--- config.mk ---
export PLATFORM = sky130hd
export DESIGN_NAME = npc_leg_seq
export DESIGN_NICKNAME = d
export VERILOG_FILES = /design/src/rtl/npc_leg_pkg.sv /design/src/rtl/npc_step_planner.sv /design/src/rtl/npc_hold_timer.sv /design/src/rtl/npc_gate_map.sv /design/src/rtl/npc_leg_seq.sv
export SDC_FILE = /design/constraint.sdc
export NUM_CORES = 1
export LEC_CHECK = 0
export CAP_MARGIN = 10
export CORE_MARGIN = 2
export CORE_UTILIZATION = 31
export CTS_BUF_LIST = sky130_fd_sc_hd__clkbuf_4 sky130_fd_sc_hd__clkbuf_8
export CTS_CLUSTER_DIAMETER = 200
export DETAILED_ROUTE_END_ITERATION = 6
export DONT_BUFFER_PORTS = 1
export PLACE_DENSITY = 0.51
export RECOVER_POWER = 100
export SLEW_MARGIN = 30
export SYNTH_ARGS = -nofsm -noshare
export SYNTH_HDL_FRONTEND = slang
export SYNTH_SLANG_ARGS = --single-unit
--- constraint.sdc ---
create_clock -name clk -period 9.5 [get_ports clk]
set_input_delay 0.95 -clock clk [delete_from_list [all_inputs] [get_ports clk]]
set_output_delay 0.95 -clock clk [all_outputs]
set_load 0.02 [all_outputs]
--- src/rtl/npc_leg_pkg.sv ---
package npc_leg_pkg;

   typedef enum logic [1:0] {
      LV_OFF  = 2'd0,
      LV_MID  = 2'd1,
      LV_HIGH = 2'd2,
      LV_LOW  = 2'd3
   } leg_lvl_t;

   localparam logic [1:0] REQ_MID  = 2'b00;
   localparam logic [1:0] REQ_HIGH = 2'b01;
   localparam logic [1:0] REQ_LOW  = 2'b10;
   localparam logic [1:0] REQ_HOLD = 2'b11;

   localparam int NUM_GATES = 4;

   function automatic logic [NUM_GATES-1:0] lvl_mask(leg_lvl_t l);
      case (l)
         LV_HIGH: lvl_mask = 4'b0011;
         LV_MID:  lvl_mask = 4'b0110;
         LV_LOW:  lvl_mask = 4'b1100;
         default: lvl_mask = 4'b0000;
      endcase
   endfunction

   function automatic leg_lvl_t req_to_lvl(logic [1:0] code, leg_lvl_t cur);
      case (code)
         REQ_MID:  req_to_lvl = LV_MID;
         REQ_HIGH: req_to_lvl = LV_HIGH;
         REQ_LOW:  req_to_lvl = LV_LOW;
         default:  req_to_lvl = cur;
      endcase
   endfunction

endpackage

--- src/rtl/npc_step_planner.sv ---
module npc_step_planner
   import npc_leg_pkg::*;
(
   input  leg_lvl_t   cur_lvl,
   input  logic [1:0] req_code,
   output logic       want_step,
   output leg_lvl_t   step_lvl
);
   leg_lvl_t goal;

   always_comb begin
      goal      = req_to_lvl(req_code, cur_lvl);
      want_step = 1'b0;
      step_lvl  = cur_lvl;
      if (cur_lvl == LV_OFF) begin
         if (req_code != REQ_HOLD) begin
            want_step = 1'b1;
            step_lvl  = LV_MID;
         end
      end else if (goal != cur_lvl) begin
         want_step = 1'b1;
         step_lvl  = (cur_lvl == LV_MID) ? goal : LV_MID;
      end
   end
endmodule

--- src/rtl/npc_hold_timer.sv ---
module npc_hold_timer #(
   parameter int CNT_W = 8
) (
   input  logic             clk,
   input  logic             rst_n,
   input  logic             restart,
   input  logic [CNT_W-1:0] limit,
   output logic             expired
);
   localparam logic [CNT_W-1:0] ONE = CNT_W'(1);

   logic [CNT_W-1:0] count_q;

   assign expired = (count_q >= (limit - ONE));

   always_ff @(posedge clk or negedge rst_n) begin
      if (!rst_n)       count_q <= '0;
      else if (restart) count_q <= '0;
      else if (!expired) count_q <= count_q + ONE;
   end
endmodule

--- src/rtl/npc_gate_map.sv ---
module npc_gate_map
   import npc_leg_pkg::*;
(
   input  leg_lvl_t               lvl,
   input  leg_lvl_t               tgt,
   input  logic                   blanking,
   output logic [NUM_GATES-1:0]   gates
);
   logic [NUM_GATES-1:0] from_mask;
   logic [NUM_GATES-1:0] to_mask;

   assign from_mask = lvl_mask(lvl);
   assign to_mask   = lvl_mask(tgt);

   for (genvar gi = 0; gi < NUM_GATES; gi++) begin : g_gate
      assign gates[gi] = from_mask[gi] & (~blanking | to_mask[gi]);
   end
endmodule

--- src/rtl/npc_leg_seq.sv ---
module npc_leg_seq
   import npc_leg_pkg::*;
#(
   parameter int CNT_W = 8
) (
   input  logic             clk,
   input  logic             rst_n,
   input  logic [1:0]       req_state,
   input  logic [CNT_W-1:0] blank_cyc,
   output logic [3:0]       gate_o
);
   localparam logic [CNT_W-1:0] ONE = CNT_W'(1);

   if (CNT_W < 1 || CNT_W > 16) begin : g_bad_width
      $error("npc_leg_seq: CNT_W must lie in 1..16");
   end
   if (NUM_GATES != 4) begin : g_bad_gates
      $error("npc_leg_seq: a three-level leg has four gates");
   end

   leg_lvl_t         cur_q, cur_d;
   leg_lvl_t         tgt_q, tgt_d;
   logic             blank_q, blank_d;
   logic [CNT_W-1:0] blk_q, blk_d;
   logic [CNT_W-1:0] eff_blank;
   logic             restart;
   logic             expired;
   logic             want_step;
   leg_lvl_t         step_lvl;
   logic [3:0]       gate_d;

   assign eff_blank = (blank_cyc == '0) ? ONE : blank_cyc;

   npc_step_planner u_plan (
      .cur_lvl   (cur_q),
      .req_code  (req_state),
      .want_step (want_step),
      .step_lvl  (step_lvl)
   );

   npc_hold_timer #(.CNT_W(CNT_W)) u_timer (
      .clk     (clk),
      .rst_n   (rst_n),
      .restart (restart),
      .limit   (blk_q),
      .expired (expired)
   );

   always_comb begin
      cur_d   = cur_q;
      tgt_d   = tgt_q;
      blank_d = blank_q;
      blk_d   = blk_q;
      restart = 1'b0;
      if (blank_q) begin
         if (expired) begin
            cur_d   = tgt_q;
            blank_d = 1'b0;
            restart = 1'b1;
         end
      end else if (want_step) begin
         if (cur_q == LV_OFF) begin
            cur_d   = LV_MID;
            blk_d   = eff_blank;
            restart = 1'b1;
         end else if (expired) begin
            tgt_d   = step_lvl;
            blank_d = 1'b1;
            blk_d   = eff_blank;
            restart = 1'b1;
         end
      end
   end

   npc_gate_map u_map (
      .lvl      (cur_d),
      .tgt      (tgt_d),
      .blanking (blank_d),
      .gates    (gate_d)
   );

   always_ff @(posedge clk or negedge rst_n) begin
      if (!rst_n) begin
         cur_q   <= LV_OFF;
         tgt_q   <= LV_OFF;
         blank_q <= 1'b0;
         blk_q   <= ONE;
         gate_o  <= '0;
      end else begin
         cur_q   <= cur_d;
         tgt_q   <= tgt_d;
         blank_q <= blank_d;
         blk_q   <= blk_d;
         gate_o  <= gate_d;
      end
   end
endmodule

; ---- Word level (Yosys, flattened, before mapping)
; Cells that the tools add are included.
[word_totals]
register_bits = 25
input_bits = 12
output_inout_bits = 4
[classes]
add_sub_neg = 2
magnitude_cmp = 1
n_eq_ne = 12
mux = 29
n_bitwise = 10
n_reduce_logical = 5
[ops]
columns = op, count
row1 = 8-bit 2-to-1 mux, 5
row2 = 4-bit case mux with 3 select lines, 2
row3 = 2-bit 2-to-1 mux, 10
row4 = 1-bit 2-to-1 mux, 11
row5 = 2-bit equality test (second input constant), 5
row6 = 8-bit by 1-bit adder with 8-bit output (second input constant), 1
row7 = 2-bit by 1-bit equality test with 1-bit output (second input constant), 4
row8 = 8-bit greater-or-equal comparator, 1
row9 = 8-bit logical NOT, 1
row10 = 8-bit by 1-bit subtractor with 8-bit output (second input constant), 1
row11 = 2-bit case mux with 3 select lines, 1
row12 = 1-bit bitwise AND, 4
row13 = 2-bit logical NOT, 2
row14 = 2-bit inequality test (second input constant), 2
row15 = 1-bit bitwise OR, 4
row16 = 3-bit AND reduction, 1
row17 = 2-bit inequality test, 1
row18 = 1-bit inverter, 2
row19 = 2-bit nonzero test, 1

; ---- Logic depth before layout (Yosys ltp)
; Gate-level depths: netlist of run 1.
[depth]
ltp_word = 12
mapped_depth = 13

; ---- Hierarchy
; Synthesis of run 1 repeated with hierarchy kept, for this count alone.
[hier_totals]
hier_cells = 163
area_unflattened_um2 = 1655.3
[modules_own_cells]
columns = module, n_inst, cells_per_inst, area_each_um2, seq_area_each_um2
row1 = npc_hold_timer, 1, 79, 696.9, 200.2
row2 = npc_leg_seq, 1, 44, 665.6, 426.7
row3 = npc_step_planner, 1, 24, 165.2, 0.0
row4 = npc_gate_map, 1, 16, 127.6, 0.0

; ---- Least setup slack after synthesis of run 1
; Ideal clock, no wire load.
[synth_timing]
path_type = register -> register
from = register blk_q[0]
to = register gate_o[3]
setup_ns = 0.119
t_arrival_ns = 2.872
t_required_ns = 9.381
setup_slack_ns = 6.509
path_stages_with_launch = 14
path_cell_list = dfstp_2 > inv_1 > ha_1 > xnor2_1 > ha_1 > and3_1 > o21ai_1 > a31oi_1 > or2_1 > buf_2 > nand2_1 > mux2_2 > ha_1 > o21a_1
[synth_between]
elab_chain_cells = 10
word_cells_on_any_way = 24
classes_between = add/sub: 1 / order compare: 1 / eq/ne: 6 / mux: 13 / bitwise: 3
[synth_lines]
columns = item, line
row1 = from (decl), npc_leg_seq.sv:24  ; logic [CNT_W-1:0] blk_q, blk_d;
row2 = from (signal assigned), npc_leg_seq.sv:93  ; blk_q <= blk_d;
row3 = 8-bit by 1-bit subtractor with 8-bit output (*), npc_hold_timer.sv:14  ; assign expired = (count_q >= (limit - ONE));
row4 = 8-bit greater-or-equal comparator (*), npc_hold_timer.sv:14
row5 = 2-bit 2-to-1 mux (*), npc_leg_seq.sv:66  ; end else if (expired) begin
row6 = 2-bit 2-to-1 mux (*), npc_leg_seq.sv:62  ; if (cur_q == LV_OFF) begin
row7 = 2-bit 2-to-1 mux (*), npc_leg_seq.sv:61  ; end else if (want_step) begin
row8 = 2-bit 2-to-1 mux (*), npc_leg_seq.sv:55  ; if (blank_q) begin
row9 = via tgt_d[0], npc_leg_seq.sv:22  ; leg_lvl_t tgt_q, tgt_d;
row10 = 2-bit equality test / 2-bit by 1-bit equality test with 1-bit output (equally long branches), npc_leg_pkg.sv:18  ; case (l)
row11 = 4-bit case mux with 3 select lines (*), npc_leg_pkg.sv:18
row12 = 1-bit bitwise OR (*), npc_gate_map.sv:16  ; assign gates[gi] = from_mask[gi] & (~blanking | to_mask[gi]);
row13 = 1-bit bitwise AND (*), npc_gate_map.sv:16
row14 = via gate_d[3], npc_leg_seq.sv:30  ; logic [3:0] gate_d;
row15 = to (signal assigned), npc_leg_seq.sv:94  ; gate_o <= gate_d;
row16 = to (decl), npc_leg_seq.sv:10  ; output logic [3:0] gate_o
; The timed path passes the listed nets; every way through them passes the cells marked *.
; A chain may end at the register's enable or synchronous reset.

; ---- Worst setup path after layout of run 1
[layout_timing]
from = register blk_q[5]
to = register gate_o[1]
; Same word-level chain as after synthesis.

==> run summary, run 1 <==
Root Buffer Master = clkbuf_8
Slew Limit Fails = 0
Overflow after GRT = 0
Status = finished clean
CP endpoint kind = flip-flop
DIE WIDTH = 77.0 µm
Starting Density = 32.2%
Startpoint Class = flip-flop
Syn nets = 192
Row count = 26
F_max = 306 MHz
Final #Nets = 192
Maximum vdd ir drop = 107 µV
Fraction of layout instances using a drive strength above 1 = 8.64%
PortBufs = 0
First-pass iteration count of the detailed router = 4
CORE AREA = 5140 µm²
Leak Pwr = 0.760 nW
Util after Layout = 33.5%
Pwr dens = 333 nW/µm²
Routed via count = 1193
Cell type with the highest aggregate area in the netlist = dfrtp_1
Synthesis-stage register bit count = 25
Post-synthesis async set-or-reset flop share = 100%
Slew @ Worst Pin = 0.470 ns
Number of global-route vias before repair = 1186
Unique masters post-synth = 43
Final HPWL DP = 2.46 mm
Antenna violations before repair = 0
DRC Markers = 0
Worst Reg-to-Reg Cells = 11
CTS Buf Count = 3
GPL Wtd Cong = 0.765
Total Routing Usage GR = 11.5%
Die H = 77.0 µm
Clock-pin slew on the worst setup and hold paths = 0.09 ns
Worst Path Arrival = 3.48 ns
Die area = 5930 µm²
Largest cells by area after synthesis = dfrtp_1 36%, ha_1 13%, mux2_4 6.4%
Worst EP required = 9.71 ns
Crit-path max FO = 7
RSZ-0062 raised after global routing = false
CP Class = flip-flop to flip-flop
Max Root-Sink Buffers = 2
Hold_ws = 0.357 ns
Average cell area after synthesis = 10.1 µm²
Area delta synth->final = 4.16%
First-pass GRT wire length = 5.54 mm
Clk_lat worst skew = 0.27 ns
Mapped Cells = 163
Tmin final = 3.27 ns
Final WL = 3.19 mm
CTS tree = built
Final setup fails = 0
Sum Neg Setup Slack = 0 ns
Final ANT Viol Nets = 0
Post-synthesis sequential area ratio = 37.9%
Post-cts sizing count = 0
Drt wl/cell = 13.8 µm
CTS H-tree lvls = 1
Fill cell count = 556
Diode count = 0
Top-area cell type share of the netlist area = 36.3%
Initial drt markers = 81
Total power = 573 µW
Crit share post-route = 34.4%
Worst min path class = input port to asynchronous set/reset pin
Final hold violation count = 0
Yosys warns = 0
Synthesized area = 1650 µm²
Hold_buf cts = 0
Post-CTS setup repair buffer count = 0
Largest net degree at the start of global routing = 26
Top post-synthesis cells by count = 24 x dfrtp_1, 17 x ha_1, 12 x a21oi_1, 11 x nand2_1, 10 x inv_1
Max-Cap Viols = 0
Slew headroom = 68.6%
Ys flop type = dfrtp_1
CTS sink cnt = 25
Fin Clk Skew = 0.00723 ns
Via-to-Cell Ratio = 5.14
Num ports = 16
Count leader, synth = dfrtp_1
Post-synth EDFFs = 0
## metrics by stage
| step | worst slack [ns] | std cells | cell area, µm² |
|---|---|---|---|
| 2_1_floorplan | 6.51 | 163 | 1650 |
| 3_3_place_gp | 6.40 | 228 | 1710 |
| 3_5_place_dp | 6.36 | 228 | 1710 |
| 4_1_cts | 6.34 | 232 | 1750 |
| 5_1_grt | 5.93 | 232 | 1720 |
| 6_report | 6.23 | 232 | 1720 |
## cell families (layout without fill, tap and decap cells)
logic type                 after synthesis  in the layout  share of synthesized area (%)
AOI/OAI and AO/OA                       36             36                           14.8
xor gates and xnor gates                 7              7                           3.71
adders and majority gates               17             17                           12.9
buffers and inverters                   15             14                           4.24
DFF                                     25             25                           37.9
muxes                                   14             14                           11.0
and+or+nand+nor                         49             49                           15.4
## worst paths after layout
kind / to / from / slack (ns)
min in group clk: blk_q[7]$_DFFE_PN0P_ / blk_q[7]$_DFFE_PN0P_ / 0.54
min: blank_q$_DFF_PN0_ / rst_n / 0.36
max in group asynchronous: blk_q[0]$_DFFE_PN1P_ / rst_n / 8.97
max: gate_o[1]$_DFF_PN0_ / blk_q[5]$_DFFE_PN0P_ / 6.23
min reg2reg: blk_q[7]$_DFFE_PN0P_ / blk_q[7]$_DFFE_PN0P_ / 0.54
max reg2reg: gate_o[1]$_DFF_PN0_ / blk_q[5]$_DFFE_PN0P_ / 6.23
## worst max-delay path, cell delays in order (launching register included)
cell     delay [ns]
dfrtp_1        0.43
nor4_1         0.39
nand2_1        0.11
xor2_1         0.17
ha_1           0.34
nand4_1        0.11
a31oi_1        0.32
or2_0          0.35
nand2_1        0.19
mux2_1         0.39
ha_1           0.28
a21oi_1        0.12
## report_power, final
| part | switching [mW] | internal (mW) | leakage (nW) |
|---|---|---|---|
| sequential | 0.0592 | 0.156 | 0.305 |
| clock | 0.0352 | 0.0294 | 0.0255 |
| combinational | 0.157 | 0.136 | 0.429 |
| total | 0.251 | 0.322 | 0.760 |
## layout make-up
| cell class | count | area [µm²] | share of cell area [%] |
|---|---|---|---|
| multi-input cells | 123 | 923 | 53.6 |
| flip-flops and latches | 25 | 627 | 36.4 |
| well taps | 70 | 87.6 | 5.09 |
| clock buffers | 3 | 41.3 | 2.40 |
| inverters | 10 | 37.5 | 2.18 |
| clock inverters | 1 | 5.00 | 0.291 |
## per-layer routing
layer  global-route usage (%)  up-vias  part of all wire (%)
met5                        0        -                     0
met4                     3.93        0                   1.3
met3                     2.59        5                   5.7
met2                     17.6       25                    43
met1                     16.1      571                    49
li1                         -      592                     -
## registers in the layout, indices dropped and copies added, names as in the netlist
register / count
gate_o: 4
blank_q: 1
blk_q: 8
tgt_q: 2
cur_q: 2
u_timer.count_q: 8
## placed cells by master, fill, tap and decap left out, types with 2 or more instances in the layout
cell / Yosys / final
a21oi_1: 12 / 12
a22o_1: 3 / 3
clkbuf_8: 0 / 3
dfrtp_1: 24 / 24
ha_1: 17 / 17
inv_1: 10 / 10
mux2_1: 0 / 10
mux2_2: 5 / 2
mux2i_1: 2 / 2
nand2_1: 11 / 11
nand3_1: 4 / 4
nand4_1: 3 / 3
nor2_1: 8 / 8
nor3_1: 7 / 7
nor4_1: 4 / 4
o21a_1: 3 / 3
o21ai_0: 6 / 6
o31ai_1: 2 / 2
or3_1: 2 / 2
or3_2: 3 / 3
xnor2_1: 3 / 3
xor2_1: 4 / 4
Power figures use the tool's default switching activity.
==> run 2, diff against run 1 <==
clock period = 3.37 ns   (was 9.5 ns; I/O delays follow)
==> run 2 against run 1 <==
  * Clock power increased to 2.8 times the previous value
  * Count of clock-buffer cells in the layout unchanged
  * Sequential share of layout area decreased by 0.57 points
  * Global-route usage about the same
  * Clock skew decreased by 0.0021 ns
  * Via count increased by 0.92%
  * Power increased to 2.9 times the previous value
  * Die area unchanged
  * Critical path type unchanged
  * Critical endpoint unchanged
==> run summary, run 2 (synthesis gave the netlist of run 1 again) <==
CTS H-tree lvls = 1 (unchanged)
First-pass GRT wire length = 5.71 mm (+3.0%)
Clk_lat worst skew = 0.27 ns (about the same)
CP peak stage delay = 0.57 ns (+0.14 ns)
Fin Clk Skew = 0.00516 ns (-0.00207 ns)
Num ports = 16 (unchanged)
Tmin final = 3.15 ns (-0.115 ns)
Post-CTS setup repair buffer count = 0 (unchanged)
Critical path cell sequence = inv_1, ha_1, xnor2_1, ha_1, and3_1, o21ai_1, a31oi_1, or2_1, nand2_1, mux2_1, ha_1, a21oi_1
DIE WIDTH = 77.0 µm (unchanged)
CP endpoint kind = flip-flop
Worst EP required = 3.57 ns (-6.14 ns)
Slew Limit Fails = 0 (unchanged)
Fraction of layout instances using a drive strength above 1 = 9.70% (+1.1 points)
Routed via count = 1204 (+0.92%)
Initial drt markers = 64 (-21%)
CTS tree = built
Final #Nets = 195 (+1.6%)
Crit-path max FO = 7 (unchanged)
Via-to-Cell Ratio = 5.12 (-0.37%)
Area delta synth->final = 5.83%
Crit path max-delay cell type = dfstp_2
F_max = 317 MHz (+3.7%)
Root Buffer Master = clkbuf_8
Final HPWL DP = 2.48 mm (+0.69%)
Die area = 5930 µm² (unchanged)
CTS Buf Count = 3 (unchanged)
CP delay by family, top = adder cells
Final ANT Viol Nets = 0 (unchanged)
First-pass iteration count of the detailed router = 4 (unchanged)
Maximum vdd ir drop = 367 µV (+240%)
Die H = 77.0 µm (unchanged)
Slew @ Worst Pin = 1.31 ns (+0.843 ns)
Clock-pin slew on the worst setup and hold paths = 0.09 ns (about the same)
Overflow after GRT = 0 (unchanged)
GPL Wtd Cong = 0.768 (+0.46%)
WP buf/inv = 1 (+1)
Max Root-Sink Buffers = 2 (unchanged)
Total power = 1.64 mW (+190%)
Starting Density = 32.2% (unchanged)
Final hold violation count = 0 (unchanged)
Crit share post-route = 93.6% (+59 points)
Largest regs = blk_q: 8 flops, u_timer.count_q: 8 flops, gate_o: 4 flops
Status = finished clean
DRC Markers = 0 (unchanged)
Area post-placement = 1720 µm² (+0.44%)
Pre-CTS WS = 0.223 ns (-6.14 ns)
Row count = 26 (unchanged)
PortBufs = 0 (unchanged)
Multi-input gate area = 930 µm² (+0.68%)
Startpoint Class = flip-flop
CORE AREA = 5140 µm² (unchanged)
Pwr dens = 939 nW/µm² (+180%)
Worst min path class = input port to flip-flop
Most frequent CP cell = ha_1
CP Class = flip-flop to flip-flop
Largest net degree at the start of global routing = 26 (unchanged)
CTS sink cnt = 25 (unchanged)
Final WS setup = 0.217 ns (-6.01 ns)
Util after Layout = 34.0% (+0.54 points)
Total Routing Usage GR = 11.6% (+0.019 points)
Worst Path Arrival = 3.35 ns (-0.13 ns)
Final WL = 3.13 mm (-1.9%)
Leak Pwr = 0.773 nW (+1.7%)
Sum Neg Setup Slack = 0 ns (unchanged)
Design Area, Final = 1750 µm² (+1.6%)
Most frequent cells in the layout = 24 x dfrtp_1, 17 x ha_1, 12 x a21oi_1
Commonest non-fill, non-tap cell in the layout = dfrtp_1
Drt wl/cell = 13.3 µm (-3.2%)
RSZ-0062 raised after global routing = false
Final setup fails = 0 (unchanged)
Seq. cell area = 627 µm² (unchanged)
Max-Cap Viols = 0 (unchanged)
Diode count = 0 (unchanged)
Fill cell count = 565 (+1.6%)
Number of global-route vias before repair = 1248 (+5.2%)
Antenna violations before repair = 0 (unchanged)
Slew headroom = 12.5% (-56 points)
==> run 2: changes by cell type in the layout (fill, tap and decap cells not counted) <==
| cell | before | now |
|---|---|---|
| clkbuf_1 | 0 | 1 |
| clkbuf_4 | 0 | 1 |
| dlygate4sd3_1 | 0 | 1 |
| nor4_1 | 4 | 3 |
| nor4_2 | 0 | 1 |
| or2_0 | 1 | 0 |
| or2_1 | 0 | 1 |
==> run 2: path summary, 6_finish.rpt <==
check / startpoint / end / slack, ns / cells past startpoint
setup / recovery: blk_q[0]$_DFFE_PN1P_ / gate_o[1]$_DFF_PN0_ / 0.22 / 12
hold / removal: blank_cyc[1] / blk_q[1]$_DFFE_PN0P_ / 0.20 / 1
setup reg to reg: blk_q[0]$_DFFE_PN1P_ / gate_o[1]$_DFF_PN0_ / 0.22 / 12
hold reg to reg: blk_q[7]$_DFFE_PN0P_ / blk_q[7]$_DFFE_PN0P_ / 0.54 / 1
max in group asynchronous: rst_n / tgt_q[0]$_DFF_PN0_ / 1.72 / 2
min in group asynchronous: rst_n / u_timer.count_q[2]$_DFFE_PN0P_ / 0.87 / 2
==> run 2: repair_timing <==
item                                    in CTS  in global routing
hold endpoints to repair                    25                  0
hold buffers                                 2                  0
endpoints found under the setup margin       0                  4
resized for setup                            0                  1
==> run 2: metrics by stage <==
step	hold slack (ns)	std cells
3_3_place_gp	0.0423	229
5_1_grt	0.185	235
3_5_place_dp	0.0421	229
2_1_floorplan	0.0414	163
6_report	0.199	235
4_1_cts	0.206	235
==> run 2: cell type report <==
| type | instances | share of cell area (%) |
|---|---|---|
| sequential | 25 | 35.8 |
| clock inverter | 1 | 0.286 |
| multi-input combinational | 123 | 53.1 |
| timing repair buffer | 3 | 1.22 |
| tap | 70 | 5.01 |
| clock buffer | 3 | 2.36 |
| inverter | 10 | 2.15 |
==> run 2: layer usage <==
metal | GRT usage, % | routed length, µm | up-vias | part of all wire (%)
met3 | 1.76 | 117 | 2 | 3.7
met1 | 16.5 | 1560 | 584 | 50
met2 | 18.7 | 1430 | 23 | 46
li1 | - | - | 595 | -
met4 | 2.14 | 17 | 0 | 0.54
met5 | 0 | 0 | - | 0
==> run 2: power by group <==
group / internal [mW] / total (mW) / switching [mW]
registers: 0.440 / 0.612 / 0.172
clock network: 0.0826 / 0.180 / 0.0977
logic: 0.397 / 0.849 / 0.453
total: 0.920 / 1.64 / 0.722
